<file path="src/rtl/ooo_read_tracker.sv">
module ooo_read_tracker #(
  parameter int ID_W     = 4,
  parameter int ADDR_W   = 32,
  parameter int DATA_W   = 64,
  parameter int CRED_W   = 4,
  parameter int ECC_W    = 8,
  parameter int SEND_DLY = 4
) (
  input  logic              clk,
  input  logic              rst_n,
  input  logic              req_valid,
  input  logic [ADDR_W-1:0] req_addr,
  output logic              req_ready,
  output logic              cmd_rd_valid,
  output logic [ID_W-1:0]   cmd_rd_id,
  output logic [ADDR_W-1:0] cmd_rd_addr,
  input  logic              mod_rdy,
  output logic              cmd_send,
  input  logic [ID_W-1:0]   rsp_id,
  input  logic [DATA_W-1:0] rsp_data,
  input  logic [CRED_W-1:0] rsp_credit,
  input  logic [ECC_W-1:0]  rsp_ecc,
  input  logic              rsp_poison,
  output logic              cpl_valid,
  output logic [ID_W-1:0]   cpl_id,
  output logic [DATA_W-1:0] cpl_data,
  output logic [ECC_W-1:0]  cpl_ecc,
  output logic              cpl_err,
  output logic              id_err,
  output logic              credit_valid,
  output logic [CRED_W-1:0] wr_credit
);
  localparam int NUM_IDS = 1 << ID_W;

  logic [NUM_IDS-1:0]  busy;
  logic [ID_W-1:0]     free_id;
  logic [SEND_DLY-1:0] send_pipe;
  logic                sample, hit;
  logic [NUM_IDS-1:0]  set_mask, clr_mask;

  always_comb begin
    free_id = '0;
    for (int i = NUM_IDS - 1; i >= 0; i--)
      if (!busy[i]) free_id = ID_W'(i);
  end

  assign req_ready    = ~&busy;
  assign cmd_rd_valid = req_valid & req_ready;
  assign cmd_rd_id    = free_id;
  assign cmd_rd_addr  = req_addr;

  assign sample   = send_pipe[SEND_DLY-1];
  assign hit      = sample & busy[rsp_id];
  assign set_mask = cmd_rd_valid ? (NUM_IDS'(1) << free_id) : '0;
  assign clr_mask = hit ? (NUM_IDS'(1) << rsp_id) : '0;

  always_ff @(posedge clk) begin
    if (!rst_n) begin
      busy         <= '0;
      send_pipe    <= '0;
      cmd_send     <= 1'b0;
      cpl_valid    <= 1'b0;
      cpl_id       <= '0;
      cpl_data     <= '0;
      cpl_ecc      <= '0;
      cpl_err      <= 1'b0;
      id_err       <= 1'b0;
      credit_valid <= 1'b0;
      wr_credit    <= '0;
    end else begin
      busy         <= (busy & ~clr_mask) | set_mask;
      cmd_send     <= mod_rdy;
      send_pipe    <= (send_pipe << 1) | SEND_DLY'(cmd_send);
      cpl_valid    <= hit;
      cpl_err      <= hit & rsp_poison;
      id_err       <= sample & ~hit;
      credit_valid <= sample;
      if (sample) begin
        cpl_id    <= rsp_id;
        cpl_data  <= rsp_data;
        cpl_ecc   <= rsp_ecc;
        wr_credit <= rsp_credit;
      end
    end
  end
endmodule

</file>
<file path="config.mk">
export PLATFORM = sky130hd
export DESIGN_NAME = ooo_read_tracker
export DESIGN_NICKNAME = d
export VERILOG_FILES = /design/src/rtl/ooo_read_tracker.sv
export SDC_FILE = /design/constraint.sdc
export NUM_CORES = 1
export LEC_CHECK = 0
export BUFFER_PORTS_ARGS = -buffer_cell sky130_fd_sc_hd__buf_2
export CORE_MARGIN = 2
export CORE_UTILIZATION = 40
export CTS_BUF_LIST = sky130_fd_sc_hd__clkbuf_8
export DETAILED_ROUTE_END_ITERATION = 12
export GPL_ROUTABILITY_DRIVEN = 0
export PLACE_DENSITY_LB_ADDON = 0.05
export SLEW_MARGIN = 40
export SYNTH_ARGS = -nofsm -noshare
export SYNTH_HDL_FRONTEND = slang
export SYNTH_SLANG_ARGS = --single-unit
</file>
<file path="constraint.sdc">
create_clock -name clk -period 3 [get_ports clk]
set_clock_uncertainty 0.1 [all_clocks]
set_input_delay 0.45 -clock clk [delete_from_list [all_inputs] [get_ports clk]]
set_output_delay 0.45 -clock clk [all_outputs]
set_load 0.01 [all_outputs]
</file>
==> flow_metrics.env, run 1 <==
export IMPL_cts_buffer_depth=2
export IMPL_hp_class="input port to flop"
export IMPL_ys_seq_elements=105
export IMPL_ys_types=44
export IMPL_cts_root_buf="clkbuf_8"
export IMPL_start_util_pct=41.3
export IMPL_r2r_cells=5
export IMPL_min_path_cells=2
export IMPL_die_area_sq_um=12100
export IMPL_min_to="cmd_send$_SDFF_PN0_"
export IMPL_status="complete, no violations"
export IMPL_rsz0062_at_grt="no"
export IMPL_cts_sinks=105
export IMPL_hold_start="mod_rdy"
export IMPL_cpMaxStageDelayCell="a211oi_1"
export IMPL_die_width_um=110
export IMPL_antenna_found_initial=0
export IMPL_io_pins=240
export IMPL_rr_startpoint="busy[14]$_SDFF_PN0_"
export IMPL_max_cap_violations=0
export IMPL_holdBufCountCts=0
export IMPL_routed_via_density=4.86
export IMPL_num_vias=3449
export IMPL_powerDensity_nw_per_um2=462
export IMPL_wl_per_cell_um=15.2
export IMPL_drt_initial_drc_count=193
export IMPL_cts_buffers=9
export IMPL_areaGrowthSynthToFinish_pct=21.4
export IMPL_ant_nets=0
export IMPL_grt_max_degree=76
export IMPL_reg2reg_to="busy[5]$_SDFF_PN0_"
export IMPL_r2r_setup_slack_ns=1.15
export IMPL_ys_flop_type="dfxtp_1"
export IMPL_worstPathMaxFanout=5
export IMPL_syn_nets=548
export IMPL_clk_pin_slew_worst_paths_ns=0.10
export IMPL_grt_pass1_vias=3188
export IMPL_port_buffers=175
export IMPL_syn_area_per_cell_sq_um=10.4
export IMPL_ys_seq_area_share_pct=46.8
export IMPL_peakVddDrop_uv=306
export IMPL_dp_slack_ns=0.796
export IMPL_path_class="flop to output pin"
export IMPL_async_reset_ff_share_pct=0
export IMPL_tns_ns=0
export IMPL_netlist_instances=431
export IMPL_drc_errors=0
export IMPL_arrival_ns=1.90
export IMPL_cts_tree="built"
export IMPL_max_freq_mhz=409
export IMPL_clk_latency_ns=0.36
export IMPL_finalHoldViolCount=0
export IMPL_firstDrtPassIters=4
export IMPL_cts_resized=0
export IMPL_antenna_cells=0
export IMPL_required_ns=2.45
export IMPL_grt_pass1_wl_um=16100
export IMPL_crit_path_start_kind="flop"
export IMPL_hpwl_um=7890
export IMPL_finalCoreUtilization_pct=50.1
export IMPL_crit_chain="nor2b_1, o221ai_1, a211oi_1, o21a_1, buf_2"
export IMPL_fp_row_count=38
export IMPL_grt_usage_pct=17.3
export IMPL_setup_slack_ns=0.553
export IMPL_yosysWarnings=0
export IMPL_h_tree_depth=3
export IMPL_coreArea_sq_um=10900
export IMPL_postCtsSetupBuffers=0
export IMPL_synth_edf_count=0
export IMPL_worst_pin_slew_ns=0.613
export IMPL_setup_viol=0
export IMPL_final_layout_size_suffix_gt1_share_pct=35.3
export IMPL_cpPeakStageDelay_ns=0.47
export IMPL_critPathCaptureType="output pin"
export IMPL_post_route_period_util_pct=81.6
export IMPL_crit_family="compound AO/OA/AOI/OAI gates"
export IMPL_relSlewSlack_pct=59.1
export IMPL_leakage_nw=2.22
export IMPL_postRouteWirelength_um=10800
export IMPL_fin_crit_ns=2.45
export IMPL_cp_num_buf_inv=1
export IMPL_report_final_slew_viol_count=0
export IMPL_fin_nets=681
export IMPL_dieHeight_um=110
export IMPL_syn_cell_area_sq_um=4490
export IMPL_grt_overflow=0
## cell type report
cell class,instances,area [sq um]
Tap cell,140,175
Inverter,5,18.8
Sequential cell,105,2110
Timing Repair Buffer,178,911
Clock inverter,7,93.8
Multi-Input combinational cell,265,2020
Clock buffer,9,124
Fill cell,1034,5440
## worst max path at each step
stage,start,endpoint,slack (ns),cells past startpoint
after floorplan,rsp_id[0],cpl_err$_SDFF_PN0_,1.04,4
after global placement,rsp_id[0],cpl_err$_SDFF_PN0_,0.82,4
after detailed placement,rsp_id[0],cpl_err$_SDFF_PN0_,0.80,4
after CTS,busy[14]$_SDFF_PN0_,cmd_rd_id[0],0.57,5
after global routing,busy[14]$_SDFF_PN0_,cmd_rd_id[0],0.48,5
final,busy[14]$_SDFF_PN0_,cmd_rd_id[0],0.55,5
## metrics by stage
| step | hold WS (ns) | std cells | power [W] | instance area, sq um |
|---|---|---|---|---|
| after floorplan | 0.312 | 431 | 0.00156 | 4490 |
| after global placement | 0.315 | 693 | 0.00160 | 5240 |
| after detailed placement | 0.318 | 693 | 0.00160 | 5240 |
| after CTS | 0.156 | 709 | 0.00256 | 5450 |
| after global routing | 0.168 | 709 | 0.00262 | 5450 |
| final | 0.185 | 709 | 0.00252 | 5450 |
## kinds of logic (layout without fill, tap and decap cells)
kind of cell,Yosys count,in the layout,synth area share (%)
buffers and inverters,61,199,8.16
and+or+nand+nor,139,139,18.0
muxes,84,84,20.4
DFF,105,105,46.8
AOI/OAI and AO/OA,42,42,6.71
## report_power, final
| group | internal [W] | switching (W) | leakage (nW) |
|---|---|---|---|
| Sequential | 0.00140 | 0.00000822 | 0.848 |
| Clock | 0.000472 | 0.000477 | 0.111 |
| Combinational | 0.0000847 | 0.0000719 | 1.26 |
| Total | 0.00196 | 0.000557 | 2.22 |
## per-layer routing
metal | vias up | GRT usage (%) | wire length [um] | part of all wire [%]
met1 | 1560 | 20.6 | 4320 | 40
met4 | 0 | 9.04 | 314 | 2.9
li1 | 1715 | - | - | -
met5 | - | 0 | 0 | 0
met2 | 152 | 28.3 | 5240 | 48
met3 | 22 | 4.94 | 936 | 8.7
## synth_stat cells (2+ instances only)
cell / n / area [sq um]
dfxtp_1: 105 / 2100
a21oi_1: 2 / 10.0
clkbuf_1: 14 / 52.6
mux2i_1: 79 / 791
o21a_1: 2 / 15.0
nor2b_1: 82 / 513
buf_4: 32 / 240
or2_2: 2 / 12.5
and2_1: 8 / 50.1
o21ai_0: 12 / 60.1
mux4_1: 3 / 78.8
buf_2: 7 / 35.0
o311ai_0: 3 / 26.3
nor2_1: 7 / 26.3
mux4_2: 2 / 45.0
nand2b_1: 3 / 18.8
nand3_1: 5 / 25.0
nand4_1: 6 / 37.5
nor3_1: 3 / 15.0
nand2_1: 16 / 60.1
o211ai_1: 8 / 60.1
and3_1: 3 / 18.8
o311a_1: 2 / 20.0
inv_1: 5 / 18.8
## cell usage in the layout, fill, tap and decap left out, types with 5 or more instances in the layout
| cell type | n |
|---|---|
| buf_2 | 175 |
| dfxtp_1 | 104 |
| nor2b_1 | 82 |
| mux2i_1 | 79 |
| nand2_1 | 16 |
| o21ai_0 | 12 |
| clkbuf_8 | 9 |
| and2_1 | 8 |
| o211ai_1 | 8 |
| nor2_1 | 7 |
| inv_1 | 6 |
| nand4_1 | 6 |
| nand3_1 | 5 |
## flip-flops by register name (all words and copies together), names as in the netlist
name	cells
busy	16
cpl_ecc	8
cpl_id	4
credit_valid	1
cpl_err	1
cpl_valid	1
cpl_data	64
id_err	1
wr_credit	4
cmd_send	1
send_pipe	4
(Power assumes the default switching activity.)
==> run 2, diff against run 1 <==
==> constraint.sdc (replaced) <==
create_clock -name clk -period 2.4 [get_ports clk]
set_clock_uncertainty 0.1 [all_clocks]
set_input_delay 0.36 -clock clk [delete_from_list [all_inputs] [get_ports clk]]
set_output_delay 0.36 -clock clk [all_outputs]
set_load 0.01 [all_outputs]
==> run 2 against run 1 <==
Largest power group unchanged. Global-route usage rose by 0.15 points. Sequential share of layout area fell by 0.32 points. Worst setup slack got worse by 0.38 ns. Largest cell class unchanged. Flip-flop and latch count did not move. First-iteration DRC count fell by 17%. Non-clock buffer count rose by 1. Clock power rose by 37%.
==> flow_metrics.env, run 2 (synthesis results as in run 1) <==
export IMPL_status="complete, no violations"
export IMPL_peakVddDrop_uv=333
export IMPL_hp_class="input port to flop"
export IMPL_fin_nets=682
export IMPL_final_layout_size_suffix_gt1_share_pct=35.8
export IMPL_required_ns=1.94
export IMPL_num_vias=3475
export IMPL_cts_root_buf="clkbuf_8"
export IMPL_clk_pin_slew_worst_paths_ns=0.10
export IMPL_largest_reg_flops=64
export IMPL_grt_usage_pct=17.5
export IMPL_fin_crit_ns=2.23
export IMPL_dieHeight_um=110
export IMPL_clk_latency_ns=0.36
export IMPL_max_freq_mhz=448
export IMPL_routed_via_density=4.89
export IMPL_die_area_sq_um=12100
export IMPL_whs_ns=0.0990
export IMPL_postRouteWirelength_um=11000
export IMPL_grt_overflow=0
export IMPL_tns_ns=0
export IMPL_multi_input_area_sq_um=2040
export IMPL_leakage_nw=2.24
export IMPL_mostFrequentLayoutCell="buf_2"
export IMPL_path_class="flop to output pin"
export IMPL_areaGrowthSynthToFinish_pct=22.4
export IMPL_cts_buffer_depth=2
export IMPL_h_tree_depth=3
export IMPL_rsz0062_at_grt="no"
export IMPL_post_route_period_util_pct=92.9
export IMPL_grt_pass1_wl_um=16200
export IMPL_start_util_pct=41.3
export IMPL_register_area_sq_um=2110
export IMPL_arrival_ns=1.77
export IMPL_fp_row_count=38
export IMPL_io_pins=240
export IMPL_antenna_cells=0
export IMPL_antenna_found_initial=0
export IMPL_setup_viol=0
export IMPL_powerDensity_nw_per_um2=594
export IMPL_fillers=1099
export IMPL_crit_path_start_kind="flop"
export IMPL_reg_top3="cpl_data x64, busy x16, cpl_ecc x8"
export IMPL_hpwl_um=8080
export IMPL_coreArea_sq_um=10900
export IMPL_cts_sinks=105
export IMPL_drt_initial_drc_count=160
export IMPL_relSlewSlack_pct=64.1
export IMPL_die_width_um=110
export IMPL_report_final_slew_viol_count=0
export IMPL_wl_per_cell_um=15.5
export IMPL_critPathCaptureType="output pin"
export IMPL_port_buffers=175
export IMPL_cts_tree="built"
export IMPL_worst_pin_slew_ns=0.539
export IMPL_grt_pass1_vias=3196
export IMPL_largest_register="cpl_data"
export IMPL_max_cap_violations=0
export IMPL_drc_errors=0
export IMPL_grt_max_degree=78
export IMPL_finalHoldViolCount=0
export IMPL_ant_nets=0
export IMPL_cts_buffers=9
export IMPL_worstPathMaxFanout=6
export IMPL_layout_common_cells="buf_2 (175), dfxtp_1 (104), nor2b_1 (82), mux2i_1 (79), nand2_1 (16)"
export IMPL_firstDrtPassIters=4
export IMPL_r2r_setup_slack_ns=0.34
==> run 2: changes by cell type in the layout (fill, tap and decap cells not counted), sizes merged <==
cell / delta
inv: -2
buf: +1
bufinv: +1
clkbuf: +1
==> run 2: final timing paths <==
path                      startpoint                       to  depth (start not counted)
max               busy[7]$_SDFF_PN0_             cmd_rd_id[1]                          4
min                          mod_rdy      cmd_send$_SDFF_PN0_                          2
max reg2reg       busy[7]$_SDFF_PN0_      busy[12]$_SDFF_PN0_                          5
min reg2reg  send_pipe[1]$_SDFF_PN0_  send_pipe[2]$_SDFF_PN0_                          1
==> run 2: per-layer routing <==
metal / routed length (um) / global-route usage (%) / up-vias
li1: - / - / 1712
met1: 4210 / 19.5 / 1569
met2: 5450 / 29.6 / 168
met3: 990 / 5.58 / 26
met4: 343 / 9.13 / 0
met5: 0 / 0 / -
==> run 2: layout make-up <==
type	count	area share [%]
inverter	5	0.341
clock inverter	6	1.93
clock buffer	10	2.50
tap	140	3.19
timing repair buffer	179	16.7
multi-input combinational	265	37.0
sequential	105	38.3
==> run 2: worst max-delay path: stages (launching register included) <==
cell and delay, ns:
dfxtp_1 0.45, nand2_1 0.10, a311oi_1 0.49, o22ai_2 0.18, buf_2 0.18
==> run 2: through the flow <==
stage | cells | setup slack (ns) | area (sq um) | utilization [%] | power, W
after global routing | 710 | 0.0527 | 5500 | 50.5 | 0.00339
after floorplan | 431 | 0.534 | 4490 | - | 0.00195
after global placement | 694 | 0.332 | 5240 | 48.1 | 0.00200
after CTS | 710 | 0.0860 | 5490 | 50.4 | 0.00332
after detailed placement | 694 | 0.310 | 5240 | 48.1 | 0.00201
final | 710 | 0.170 | 5500 | 50.5 | 0.00327
==> run 2: repair_timing <==
action,4_1_cts,5_1_grt
endpoints found under the setup margin,0,2
resized for setup,0,2
hold buffers,0,0
setup buffers,0,0
==> run 2: where the power goes <==
group	leakage [nW]	internal (W)	switching, W
Combinational	1.26	0.000106	0.0000911
Sequential	0.848	0.00176	0.0000106
Clock	0.124	0.000716	0.000586
